`config.mk`:
```
export PLATFORM = sky130hd
export DESIGN_NAME = ata_sig_probe
export DESIGN_NICKNAME = d
export VERILOG_FILES = /design/src/rtl/ata_sig_pkg.sv /design/src/rtl/ata_sig_wait.sv /design/src/rtl/ata_sig_decode.sv /design/src/rtl/ata_sig_probe.sv
export SDC_FILE = /design/constraint.sdc
export NUM_CORES = 1
export LEC_CHECK = 0
export BUFFER_PORTS_ARGS = -buffer_cell sky130_fd_sc_hd__buf_2
export CORE_ASPECT_RATIO = 0.5
export CORE_UTILIZATION = 30
export CTS_CLUSTER_DIAMETER = 200
export DETAILED_ROUTE_END_ITERATION = 16
export PLACE_DENSITY = 0.54
export RECOVER_POWER = 25
export SLEW_MARGIN = 40
export SYNTH_ARGS = -nofsm -noshare
export SYNTH_HDL_FRONTEND = slang
export SYNTH_HIERARCHICAL = 1
export SYNTH_SLANG_ARGS = --single-unit
```
`constraint.sdc`:
```
create_clock -name clk -period 7.65 [get_ports clk]
set_input_delay 1.53 -clock clk [delete_from_list [all_inputs] [get_ports clk]]
set_output_delay 1.53 -clock clk [all_outputs]
set_load 0.005 [all_outputs]
```
`src/rtl/ata_sig_pkg.sv`:
```
package ata_sig_pkg;

    typedef enum logic [2:0] {
        DEV_UNKNOWN = 3'd0,
        DEV_PATA    = 3'd1,
        DEV_PATAPI  = 3'd2,
        DEV_SATA    = 3'd3,
        DEV_SATAPI  = 3'd4
    } dev_type_e;

    typedef enum logic [3:0] {
        PH_IDLE,
        PH_RST_SET,
        PH_RST_CLR,
        PH_SETTLE_A,
        PH_POLL,
        PH_SELECT,
        PH_SETTLE_B,
        PH_SIG_LO,
        PH_SIG_HI
    } phase_e;

    // register offsets
    localparam logic [2:0] OFS_CTL_ALT = 3'd6;  // control block: control / alt status
    localparam logic [2:0] OFS_DRVSEL  = 3'd6;  // command block: drive select
    localparam logic [2:0] OFS_CYL_LO  = 3'd4;
    localparam logic [2:0] OFS_CYL_HI  = 3'd5;

    // control and status encodings
    localparam logic [7:0] CTL_RESET_ON = 8'h04;
    localparam logic [7:0] CTL_QUIET    = 8'h00;
    localparam logic [7:0] STAT_MASK    = 8'hC0;
    localparam logic [7:0] STAT_READY   = 8'h40;
    localparam logic [7:0] SEL_BASE     = 8'hA0;

    // signature byte pairs
    localparam logic [7:0] SIG_PATAPI_LO = 8'h14;
    localparam logic [7:0] SIG_PATAPI_HI = 8'hEB;
    localparam logic [7:0] SIG_SATAPI_LO = 8'h69;
    localparam logic [7:0] SIG_SATAPI_HI = 8'h96;
    localparam logic [7:0] SIG_SATA_LO   = 8'h3C;
    localparam logic [7:0] SIG_SATA_HI   = 8'hC3;

    typedef struct packed {
        phase_e    phase;
        logic      slave;
        logic [7:0] sig_lo;
        logic      done;
        logic      tmo;
        dev_type_e dtype;
    } probe_state_s;

endpackage

```
`src/rtl/ata_sig_wait.sv`:
```
module ata_sig_wait #(
    parameter int W = 4
) (
    input  logic         clk,
    input  logic         rst_n,
    input  logic         load_i,
    input  logic [W-1:0] val_i,
    input  logic         dec_i,
    output logic         last_o
);
    logic [W-1:0] cnt_d, cnt_q;

    always_comb begin
        cnt_d = cnt_q;
        if (load_i)
            cnt_d = val_i;
        else if (dec_i)
            cnt_d = cnt_q - 1'b1;
    end

    always_ff @(posedge clk or negedge rst_n) begin
        if (!rst_n)
            cnt_q <= '0;
        else
            cnt_q <= cnt_d;
    end

    assign last_o = (cnt_q == '0);

    // the sequencer never steps the counter below zero
    p_no_underflow_r3: assert property (@(posedge clk) disable iff (!rst_n)
        dec_i |-> (cnt_q != '0));

    // load and step are never requested together
    p_load_step_excl_r3: assert property (@(posedge clk) disable iff (!rst_n)
        !(load_i && dec_i));

endmodule

```
`src/rtl/ata_sig_decode.sv`:
```
module ata_sig_decode
    import ata_sig_pkg::*;
(
    input  logic [7:0] lo_i,
    input  logic [7:0] hi_i,
    output dev_type_e  type_o
);
    always_comb begin
        if (lo_i == 8'h00 && hi_i == 8'h00)
            type_o = DEV_PATA;
        else if (lo_i == SIG_PATAPI_LO && hi_i == SIG_PATAPI_HI)
            type_o = DEV_PATAPI;
        else if (lo_i == SIG_SATA_LO && hi_i == SIG_SATA_HI)
            type_o = DEV_SATA;
        else if (lo_i == SIG_SATAPI_LO && hi_i == SIG_SATAPI_HI)
            type_o = DEV_SATAPI;
        else
            type_o = DEV_UNKNOWN;
    end

    // unknown is produced only when no signature pair matches
    always_comb begin
        if (type_o == DEV_UNKNOWN)
            a_unknown_nomatch_r8: assert (!(lo_i == 8'h00 && hi_i == 8'h00));
    end

endmodule

```
`src/rtl/ata_sig_probe.sv`:
```
module ata_sig_probe
    import ata_sig_pkg::*;
#(
    parameter int SETTLE_READS = 4,
    parameter int POLL_LIMIT   = 1000
) (
    input  logic       clk,
    input  logic       rst_n,
    input  logic       start_i,
    input  logic       slave_i,
    output logic       tf_rd_o,
    output logic       tf_wr_o,
    output logic       tf_ctl_o,
    output logic [2:0] tf_reg_o,
    output logic [7:0] tf_wdata_o,
    input  logic [7:0] tf_rdata_i,
    output logic       done_o,
    output logic       timeout_o,
    output logic [2:0] dev_type_o
);
    localparam int MAXV = (SETTLE_READS > POLL_LIMIT) ? SETTLE_READS : POLL_LIMIT;
    localparam int CW   = $clog2(MAXV + 1);
    localparam logic [CW-1:0] SETTLE_LD = CW'(SETTLE_READS - 1);
    localparam logic [CW-1:0] POLL_LD   = CW'(POLL_LIMIT - 1);

    probe_state_s st_d, st_q;

    logic          cnt_load, cnt_dec, cnt_last;
    logic [CW-1:0] cnt_val;
    dev_type_e     sig_type;
    logic          stat_ready;

    ata_sig_wait #(.W(CW)) u_wait (
        .clk    (clk),
        .rst_n  (rst_n),
        .load_i (cnt_load),
        .val_i  (cnt_val),
        .dec_i  (cnt_dec),
        .last_o (cnt_last)
    );

    ata_sig_decode u_decode (
        .lo_i   (st_q.sig_lo),
        .hi_i   (tf_rdata_i),
        .type_o (sig_type)
    );

    assign stat_ready = ((tf_rdata_i & STAT_MASK) == STAT_READY);

    always_comb begin
        st_d       = st_q;
        cnt_load   = 1'b0;
        cnt_dec    = 1'b0;
        cnt_val    = '0;
        tf_rd_o    = 1'b0;
        tf_wr_o    = 1'b0;
        tf_ctl_o   = 1'b0;
        tf_reg_o   = '0;
        tf_wdata_o = '0;
        unique case (st_q.phase)
            PH_IDLE: begin
                if (start_i) begin
                    st_d.phase = PH_RST_SET;
                    st_d.slave = slave_i;
                    st_d.done  = 1'b0;
                    st_d.tmo   = 1'b0;
                    st_d.dtype = DEV_UNKNOWN;
                end
            end
            PH_RST_SET: begin
                tf_wr_o    = 1'b1;
                tf_ctl_o   = 1'b1;
                tf_reg_o   = OFS_CTL_ALT;
                tf_wdata_o = CTL_RESET_ON;
                st_d.phase = PH_RST_CLR;
            end
            PH_RST_CLR: begin
                tf_wr_o    = 1'b1;
                tf_ctl_o   = 1'b1;
                tf_reg_o   = OFS_CTL_ALT;
                tf_wdata_o = CTL_QUIET;
                cnt_load   = 1'b1;
                cnt_val    = SETTLE_LD;
                st_d.phase = PH_SETTLE_A;
            end
            PH_SETTLE_A: begin
                tf_rd_o  = 1'b1;
                tf_ctl_o = 1'b1;
                tf_reg_o = OFS_CTL_ALT;
                if (cnt_last) begin
                    cnt_load   = 1'b1;
                    cnt_val    = POLL_LD;
                    st_d.phase = PH_POLL;
                end else begin
                    cnt_dec = 1'b1;
                end
            end
            PH_POLL: begin
                tf_rd_o  = 1'b1;
                tf_ctl_o = 1'b1;
                tf_reg_o = OFS_CTL_ALT;
                if (stat_ready) begin
                    st_d.phase = PH_SELECT;
                end else if (cnt_last) begin
                    st_d.phase = PH_IDLE;
                    st_d.done  = 1'b1;
                    st_d.tmo   = 1'b1;
                    st_d.dtype = DEV_UNKNOWN;
                end else begin
                    cnt_dec = 1'b1;
                end
            end
            PH_SELECT: begin
                tf_wr_o    = 1'b1;
                tf_reg_o   = OFS_DRVSEL;
                tf_wdata_o = SEL_BASE | {3'b000, st_q.slave, 4'b0000};
                cnt_load   = 1'b1;
                cnt_val    = SETTLE_LD;
                st_d.phase = PH_SETTLE_B;
            end
            PH_SETTLE_B: begin
                tf_rd_o  = 1'b1;
                tf_ctl_o = 1'b1;
                tf_reg_o = OFS_CTL_ALT;
                if (cnt_last)
                    st_d.phase = PH_SIG_LO;
                else
                    cnt_dec = 1'b1;
            end
            PH_SIG_LO: begin
                tf_rd_o     = 1'b1;
                tf_reg_o    = OFS_CYL_LO;
                st_d.sig_lo = tf_rdata_i;
                st_d.phase  = PH_SIG_HI;
            end
            PH_SIG_HI: begin
                tf_rd_o    = 1'b1;
                tf_reg_o   = OFS_CYL_HI;
                st_d.dtype = sig_type;
                st_d.done  = 1'b1;
                st_d.phase = PH_IDLE;
            end
            default: st_d.phase = PH_IDLE;
        endcase
    end

    always_ff @(posedge clk or negedge rst_n) begin
        if (!rst_n) begin
            st_q.phase  <= PH_IDLE;
            st_q.slave  <= 1'b0;
            st_q.sig_lo <= '0;
            st_q.done   <= 1'b0;
            st_q.tmo    <= 1'b0;
            st_q.dtype  <= DEV_UNKNOWN;
        end else begin
            st_q <= st_d;
        end
    end

    assign done_o     = st_q.done;
    assign timeout_o  = st_q.tmo;
    assign dev_type_o = st_q.dtype;

    // strobes never overlap
    p_strobe_excl_r2: assert property (@(posedge clk) disable iff (!rst_n)
        !(tf_rd_o && tf_wr_o));

    // the reset write is followed at once by the clearing write
    p_reset_pair_r2: assert property (@(posedge clk) disable iff (!rst_n)
        (tf_wr_o && tf_ctl_o && tf_wdata_o == CTL_RESET_ON)
        |=> (tf_wr_o && tf_ctl_o && tf_wdata_o == CTL_QUIET));

    // control writes carry nothing besides the reset bit
    p_ctl_clean_r2: assert property (@(posedge clk) disable iff (!rst_n)
        (tf_wr_o && tf_ctl_o) |-> ((tf_wdata_o & 8'hFB) == 8'h00));

    // drive select carries the latched drive bit
    p_select_value_r5: assert property (@(posedge clk) disable iff (!rst_n)
        (tf_wr_o && !tf_ctl_o) |-> (tf_reg_o == OFS_DRVSEL &&
                                    tf_wdata_o == (SEL_BASE | {3'b000, st_q.slave, 4'b0000})));

    // high signature byte is read right after the low one
    p_sig_order_r6: assert property (@(posedge clk) disable iff (!rst_n)
        (tf_rd_o && !tf_ctl_o && tf_reg_o == OFS_CYL_LO)
        |=> (tf_rd_o && !tf_ctl_o && tf_reg_o == OFS_CYL_HI));

    // a timeout always comes with an unknown code
    p_timeout_unknown_r9: assert property (@(posedge clk) disable iff (!rst_n)
        timeout_o |-> (done_o && dev_type_o == DEV_UNKNOWN));

    // results are held while no start arrives
    p_result_hold_r10: assert property (@(posedge clk) disable iff (!rst_n)
        (done_o && !start_i) |=> (done_o && $stable(dev_type_o) && $stable(timeout_o)));

endmodule

```
==> results.md, run 1 <==
- Initial antenna violation count: 0
- Wire per inst: approximately 14 um
- CTS Hold Bufs: 0
- CP Launch Point: st_q[17]
- Tcrit/Tclk final: 44.69%
- Worst Tran Pin Value: 1.513 ns
- Clock Root Buffer: clkbuf_16
- Vias per cell: 5.305
- Total of max-cap violations: 1
- Number of synthesized flops with an enable pin: 0
- Total placed cells including tap cells: ~270
- Fill count: 561
- Post-CTS sizing: 0
- Worst EP required: 6.12 ns
- IO Pins: 31
- Slew Viols, Final: 29
- # H-tree levels: 1
- Clk_lat worst skew: around 0.27 ns
- Max Freq: 292.5 MHz
- Mapped cell area: 1742 um2
- Final setup viols: 0
- FF-to-FF setup slack: around 4.6 ns
- Initial core utilization: 31.44%
- RePlAce Congestion: roughly 0.8
- GRT Total Usage: 13.44%
- Core area: ~5500 um2
- Residual DRC count: 0
- Final Hold Viols: 0
- First-pass GRT wire length: 6472 um
- Hold Slack: 0.5031 ns
- Die X: approximately 110 um
- Area of the die: 6133 um2
- Worst EP arrival: roughly 1.9 ns
- Vias in the first global route: 1334
- FF+latch count, synth: 28
- Clk sinks: 28
- CP Capture Type: output pin
- Most numerous cell in the Yosys netlist: dfrtp_1
- Yosys cell types: 52
- Violated checks: max-capacitance violations, max-slew violations
- Critical Path Source Type: flop
- Ratio of cells with drive above 1 in the final layout: 24.62%
- Vias: 1443
- Synthesis-to-layout area growth: 12.07%
- Worst vdd ir: 0.1352 mV
- Post-synth top area cell: dfrtp_1
- Dpl hpwl: approximately 2700 um
- Power per Cell Area: 378.3 nW/um2
- Ys flop type: dfrtp_1
- Port Buffers: 26
- Ys async rst share: 100.0%
- Crit path max fanout: 18
- Hold_sp: st_q[13]
- TritonCTS Buffers: 3
- Skew final: around 0.0065 ns
- HP Class: flop to flop
- Avg Synthesized Cell Area: 9.570 um2
- Clk buf depth: 2
- Leakage: approximately 0.83 nW
- Die Height: 55.88 um
- Final nets: approximately 210
- Final ANT Viol Nets: 0
- Setup bufs post-CTS: 0
- Kind of critical path: flop to output pin
- Number of diodes: 0
- Final cell count without fillers: 272
- RSZ-0062 raised after global routing: false
- Status: complete, but fails checks
- CTS tree: built
- Gate Count Post-Synth: 182
- Reg2reg start: u_wait/cnt_q[0]
- Area share of the largest cell type after synthesis: about 40%
- Clk slew on worst S/H paths: 0.07 ns
- Pin count of the biggest net entering global routing: 29
- Post-synthesis sequential area ratio: 40.23%
- Worst rel slew slack: -0.8786%
- Synth cell count leaders: 28 x dfrtp_1, 14 x nor2_1, 11 x nand2_1
- Period minus WS final: 3.419 ns
- Iter 0 DRT Violations: 51
- Ys Warns: 6
- Drt first pass iters: 4
- Grt total ovfl: 0
- Rows: 19
- Final Routed Wirelength: 3805 um
- Synth area leaders: dfrtp_1 40%, mux2_2 6.5%, buf_4 3.4%
- Setup TNS: 0 ns
-- path summary, 6_finish.rpt --
| path | to | cells after the start |
|---|---|---|
| min in group asynchronous | st_q[8] | 1 |
| min | st_q[13] | 1 |
| min reg2reg | st_q[13] | 1 |
| max reg2reg | u_wait/cnt_q[9] | 10 |
| max | tf_reg_o[2] | 4 |
| max in group asynchronous | st_q[16] | 1 |
-- placed cells by master, fill, tap and decap left out, types with 2 or more instances in the layout --
| master | instances |
|---|---|
| a211oi_1 | 2 |
| a21oi_1 | 4 |
| a31oi_1 | 8 |
| a32o_1 | 3 |
| and3_1 | 2 |
| buf_2 | 25 |
| clkbuf_1 | 2 |
| clkbuf_16 | 3 |
| conb_1 | 6 |
| dfrtp_1 | 28 |
| inv_1 | 7 |
| mux2_2 | 10 |
| nand2_1 | 11 |
| nand2b_1 | 3 |
| nand3_1 | 5 |
| nand4_1 | 5 |
| nor2_1 | 14 |
| nor3_1 | 7 |
| nor4_1 | 2 |
| o211ai_1 | 3 |
| o21ai_0 | 7 |
| o31ai_1 | 3 |
| or3_1 | 3 |
| or4_1 | 8 |
| or4b_1 | 2 |
-- cells by family (layout without fill, tap and decap cells) --
group           after synthesis  in the layout  share of synthesized area [%]
compound gates               37             37                          14.44
mux                          11             11                          7.040
buf+inv                      26             38                          8.765
simple gates                 76             76                          27.59
fa+ha+maj                     1              1                         0.7183
other cells                   1              6                         0.2153
flops                        28             28                          40.23
xor+xnor                      2              2                          1.006
-- state kept, by name, indices dropped and copies added, names as in the netlist --
name	cells
st_q	13
u_wait/cnt_q	10
dev_type_o	3
done_o	1
timeout_o	1
-- critical path, cell delays in order (launching register included) --
cell	delay, ns
dfrtp_1	0.71
nor4b_4	0.49
o21bai_1	0.19
or2_2	0.13
buf_2	0.10
-- metrics by stage --
step / utilization, % / area [um2] / setup slack [ns] / power [W]
3_3_place_gp: 33.63 / 1863 / 3.797 / 0.0005980
5_1_grt: 35.24 / 1952 / 4.082 / 0.0008036
4_1_cts: 35.35 / 1958 / 4.021 / 0.0007426
2_1_floorplan: - / 1760 / 4.164 / 0.0005341
3_5_place_dp: 33.75 / 1869 / 3.734 / 0.0006091
6_report: 35.24 / 1952 / 4.231 / 0.0007383
-- where the power goes --
part / switching, W / total, W / internal [W]
Sequential: 0.0000864 / 0.000297 / 0.000211
Combinational: 0.000160 / 0.000309 / 0.000150
Clock: 0.0000519 / 0.000132 / 0.0000803
-- layer usage --
metal	GRT usage (%)	share of wire [%]
met1	19.29	50
met2	20.84	47
met3	2.810	3.0
met4	2.857	0.32
met5	0	0
-- area by class of cell --
class	instances	area, um2	share of cell area [%]
clock buffer	4	88.84	4.551
timing repair buffer	27	132.6	6.795
sequential	28	700.7	35.90
inverter	7	26.28	1.346
tap	73	91.34	4.679
multi-input combinational	133	912.1	46.73
Power figures use the tool's default switching activity.
==> run 2: changes to the inputs <==
--- a/config.mk
+++ b/config.mk
@@ -10,7 +10,7 @@
 export CORE_UTILIZATION = 30
 export CTS_CLUSTER_DIAMETER = 200
 export DETAILED_ROUTE_END_ITERATION = 16
-export PLACE_DENSITY = 0.54
+export PLACE_DENSITY = 0.56
 export RECOVER_POWER = 25
 export SLEW_MARGIN = 40
 export SYNTH_ARGS = -nofsm -noshare
==> constraint.sdc (replaced) <==
create_clock -name clk -period 3 [get_ports clk]
set_input_delay 0.6 -clock clk [delete_from_list [all_inputs] [get_ports clk]]
set_output_delay 0.6 -clock clk [all_outputs]
set_load 0.005 [all_outputs]
==> run 2 against run 1 <==
  * The flow now finishes without violations
  * Clock power grew to 3.0 times the previous value
  * Flip-flop and latch count is the same
  * Final area grew 3.5%
  * First-iteration DRC count grew 140%
  * Clock-buffer cell count shrank 1
  * Wire length shrank 7.9%
  * Cell count grew 2.6%
  * Critical endpoint is now u_wait/cnt_q[5]
  * Largest cell class unchanged
  * Largest power group unchanged
==> results.md, run 2 (synthesis results as in run 1) <==
- Status: complete, no violations
- Initial antenna violation count: 0 (unchanged)
- Initial core utilization: 31.44% (unchanged)
- Wire per inst: 12.56 um (-10%)
- DP Area: 1916 um2 (+2.5%)
- Clk_lat worst skew: 0.27 ns (about the same)
- Rows: 19 (unchanged)
- Total of max-cap violations: 0 (-1)
- Hold Slack: 0.5026 ns (-0.0005170 ns)
- Power per Cell Area: 978.4 nW/um2 (+160%)
- Critical Path Source Type: flop
- TritonCTS Buffers: 3 (unchanged)
- Final Routed Wirelength: 3503 um (-7.9%)
- RePlAce Congestion: 0.8392 (+5.7%)
- Critical-path top delay cell: or4b_1
- CTS Hold Bufs: 0 (unchanged)
- Combinational share of power: 45.5% (+3.6 points)
- Max stage delay on crit path: 0.60 ns (-0.11 ns)
- Setup bufs post-CTS: 0 (unchanged)
- Worst EP required: 3.19 ns (-2.93 ns)
- Worst vdd ir: 0.4160 mV (+210%)
- Most common cell after layout, fill and taps aside: dfrtp_1
- First-pass GRT wire length: 6120 um (-5.4%)
- Final Hold Viols: 0 (unchanged)
- Period minus WS final: about 2.7 ns
- Worst EP arrival: 2.85 ns (+0.96 ns)
- Synthesis-to-layout area growth: 15.95%
- Worst rel slew slack: 1.397% (+2.3 points)
- Max reg flops: 13 (unchanged)
- Final setup viols: 0 (unchanged)
- Crit path max fanout: 7 (-11)
- Worst Tran Pin Value: 1.479 ns (-0.03413 ns)
- Pre-CTS setup slack: 0.3381 ns (-3.396 ns)
- Setup TNS: 0 ns (unchanged)
- Area of the die: 6133 um2 (unchanged)
- Finished Cell Area: 2019 um2 (+3.5%)
- Clk sinks: 28 (unchanged)
- Final ANT Viol Nets: 0 (unchanged)
- Util after Layout: 36.46% (+1.2 points)
- Final nets: 220 (+3.3%)
- # H-tree levels: 1 (unchanged)
- CTS tree: built
- Vias per cell: 5.115 (-3.6%)
- HP Class: flop to flop
- Skew final: 0.006085 ns (-0.0004458 ns)
- Leakage: 0.8759 nW (+5.2%)
- Grt total ovfl: 0 (unchanged)
- Clk buf depth: 2 (unchanged)
- Number of diodes: 0 (unchanged)
- Slew Viols, Final: 0 (-100%)
- Tcrit/Tclk final: 88.78%
- Iter 0 DRT Violations: 120 (+140%)
- RSZ-0062 raised after global routing: false
- Port Buffers: 26 (unchanged)
- Seq pwr share: 34.5% (-5.7 points)
- CP Capture Type: flop
- Final worst setup slack: 0.3367 ns (-3.894 ns)
- Ratio of cells with drive above 1 in the final layout: 26.70% (+2.1 points)
- GRT Total Usage: 12.59% (-0.85 points)
- Core area: 5539 um2 (unchanged)
- Die Height: 55.88 um (unchanged)
- Drt first pass iters: 4 (unchanged)
- Clock network fraction of total power: 20.0% (+2.1 points)
- Buf/Inv on CP: 1 (unchanged)
- Vias: 1427 (-1.1%)
- Residual DRC count: 0 (unchanged)
- Switch share: 37.61% (-2.7 points)
- IO Pins: 31 (unchanged)
- Most frequent CP cell: or4_1
- Post-CTS sizing: 0 (unchanged)
- Vias in the first global route: 1279 (-4.1%)
- Clk slew on worst S/H paths: 0.06 ns (about the same)
- Kind of critical path: flop to flop
- Pin count of the biggest net entering global routing: 29 (unchanged)
- P_sw: 0.0007430 W (+150%)
- Clock Root Buffer: clkbuf_16
- Dpl hpwl: 2659 um (-0.93%)
- Internal: 0.001233 W (+180%)
- Crit-path cells: inv_1 -> ha_1 -> nand2_1 -> nor3_1 -> or4_1 -> o41ai_1 -> or4b_1 -> or4_1 -> a31oi_1
- Critical path's top delay family: simple AND/OR/NAND/NOR gates
- Max Freq: 375.5 MHz
- Die X: 109.8 um (unchanged)
- Reg with most FFs: st_q
- Most frequent cells in the layout: 28 x dfrtp_1, 25 x buf_2, 14 x nor2_1
==> run 2: worst paths after layout <==
check / from / end / slack (ns) / depth (start not counted)
min reg2reg: st_q[13] / st_q[13] / 0.50 / 1
max in group asynchronous: rst_n / st_q[14] / 1.46 / 1
max reg2reg: u_wait/cnt_q[0] / u_wait/cnt_q[5] / 0.34 / 9
min in group asynchronous: rst_n / st_q[6] / 0.67 / 1
min: st_q[13] / st_q[13] / 0.50 / 1
max: u_wait/cnt_q[0] / u_wait/cnt_q[5] / 0.34 / 9
==> run 2: cell type report <==
class | instances | area, um2
fill | 549 | 3520
timing repair buffer | 34 | 188.9
inverter | 7 | 26.28
clock inverter | 1 | 30.03
sequential | 28 | 700.7
multi-input combinational | 133 | 907.1
clock buffer | 3 | 75.07
tap | 73 | 91.34
==> run 2: power by group through the flow <==
stage,logic [W],clock network [W],registers [W]
6_report,0.000899,0.000396,0.000681
5_1_grt,0.00102,0.000419,0.000710
4_1_cts,0.000908,0.000404,0.000682
3_5_place_dp,0.000906,0,0.000686
3_3_place_gp,0.000898,0,0.000686
2_1_floorplan,0.000726,0,0.000636
==> run 2: layer usage <==
layer | track usage (%) | up-vias | part of all wire [%]
met1 | 18.19 | 683 | 50
met5 | 0 | - | 0
met4 | 3.238 | 0 | 0.40
li1 | - | 717 | -
met2 | 18.96 | 25 | 45
met3 | 2.810 | 2 | 4.6
==> run 2: per-stage QoR <==
stage | total power, W | instances
global placement | 0.001584 | 275
floorplan | 0.001362 | 187
CTS | 0.001995 | 279
detailed placement | 0.001592 | 275
finish | 0.001976 | 279
global route | 0.002144 | 279
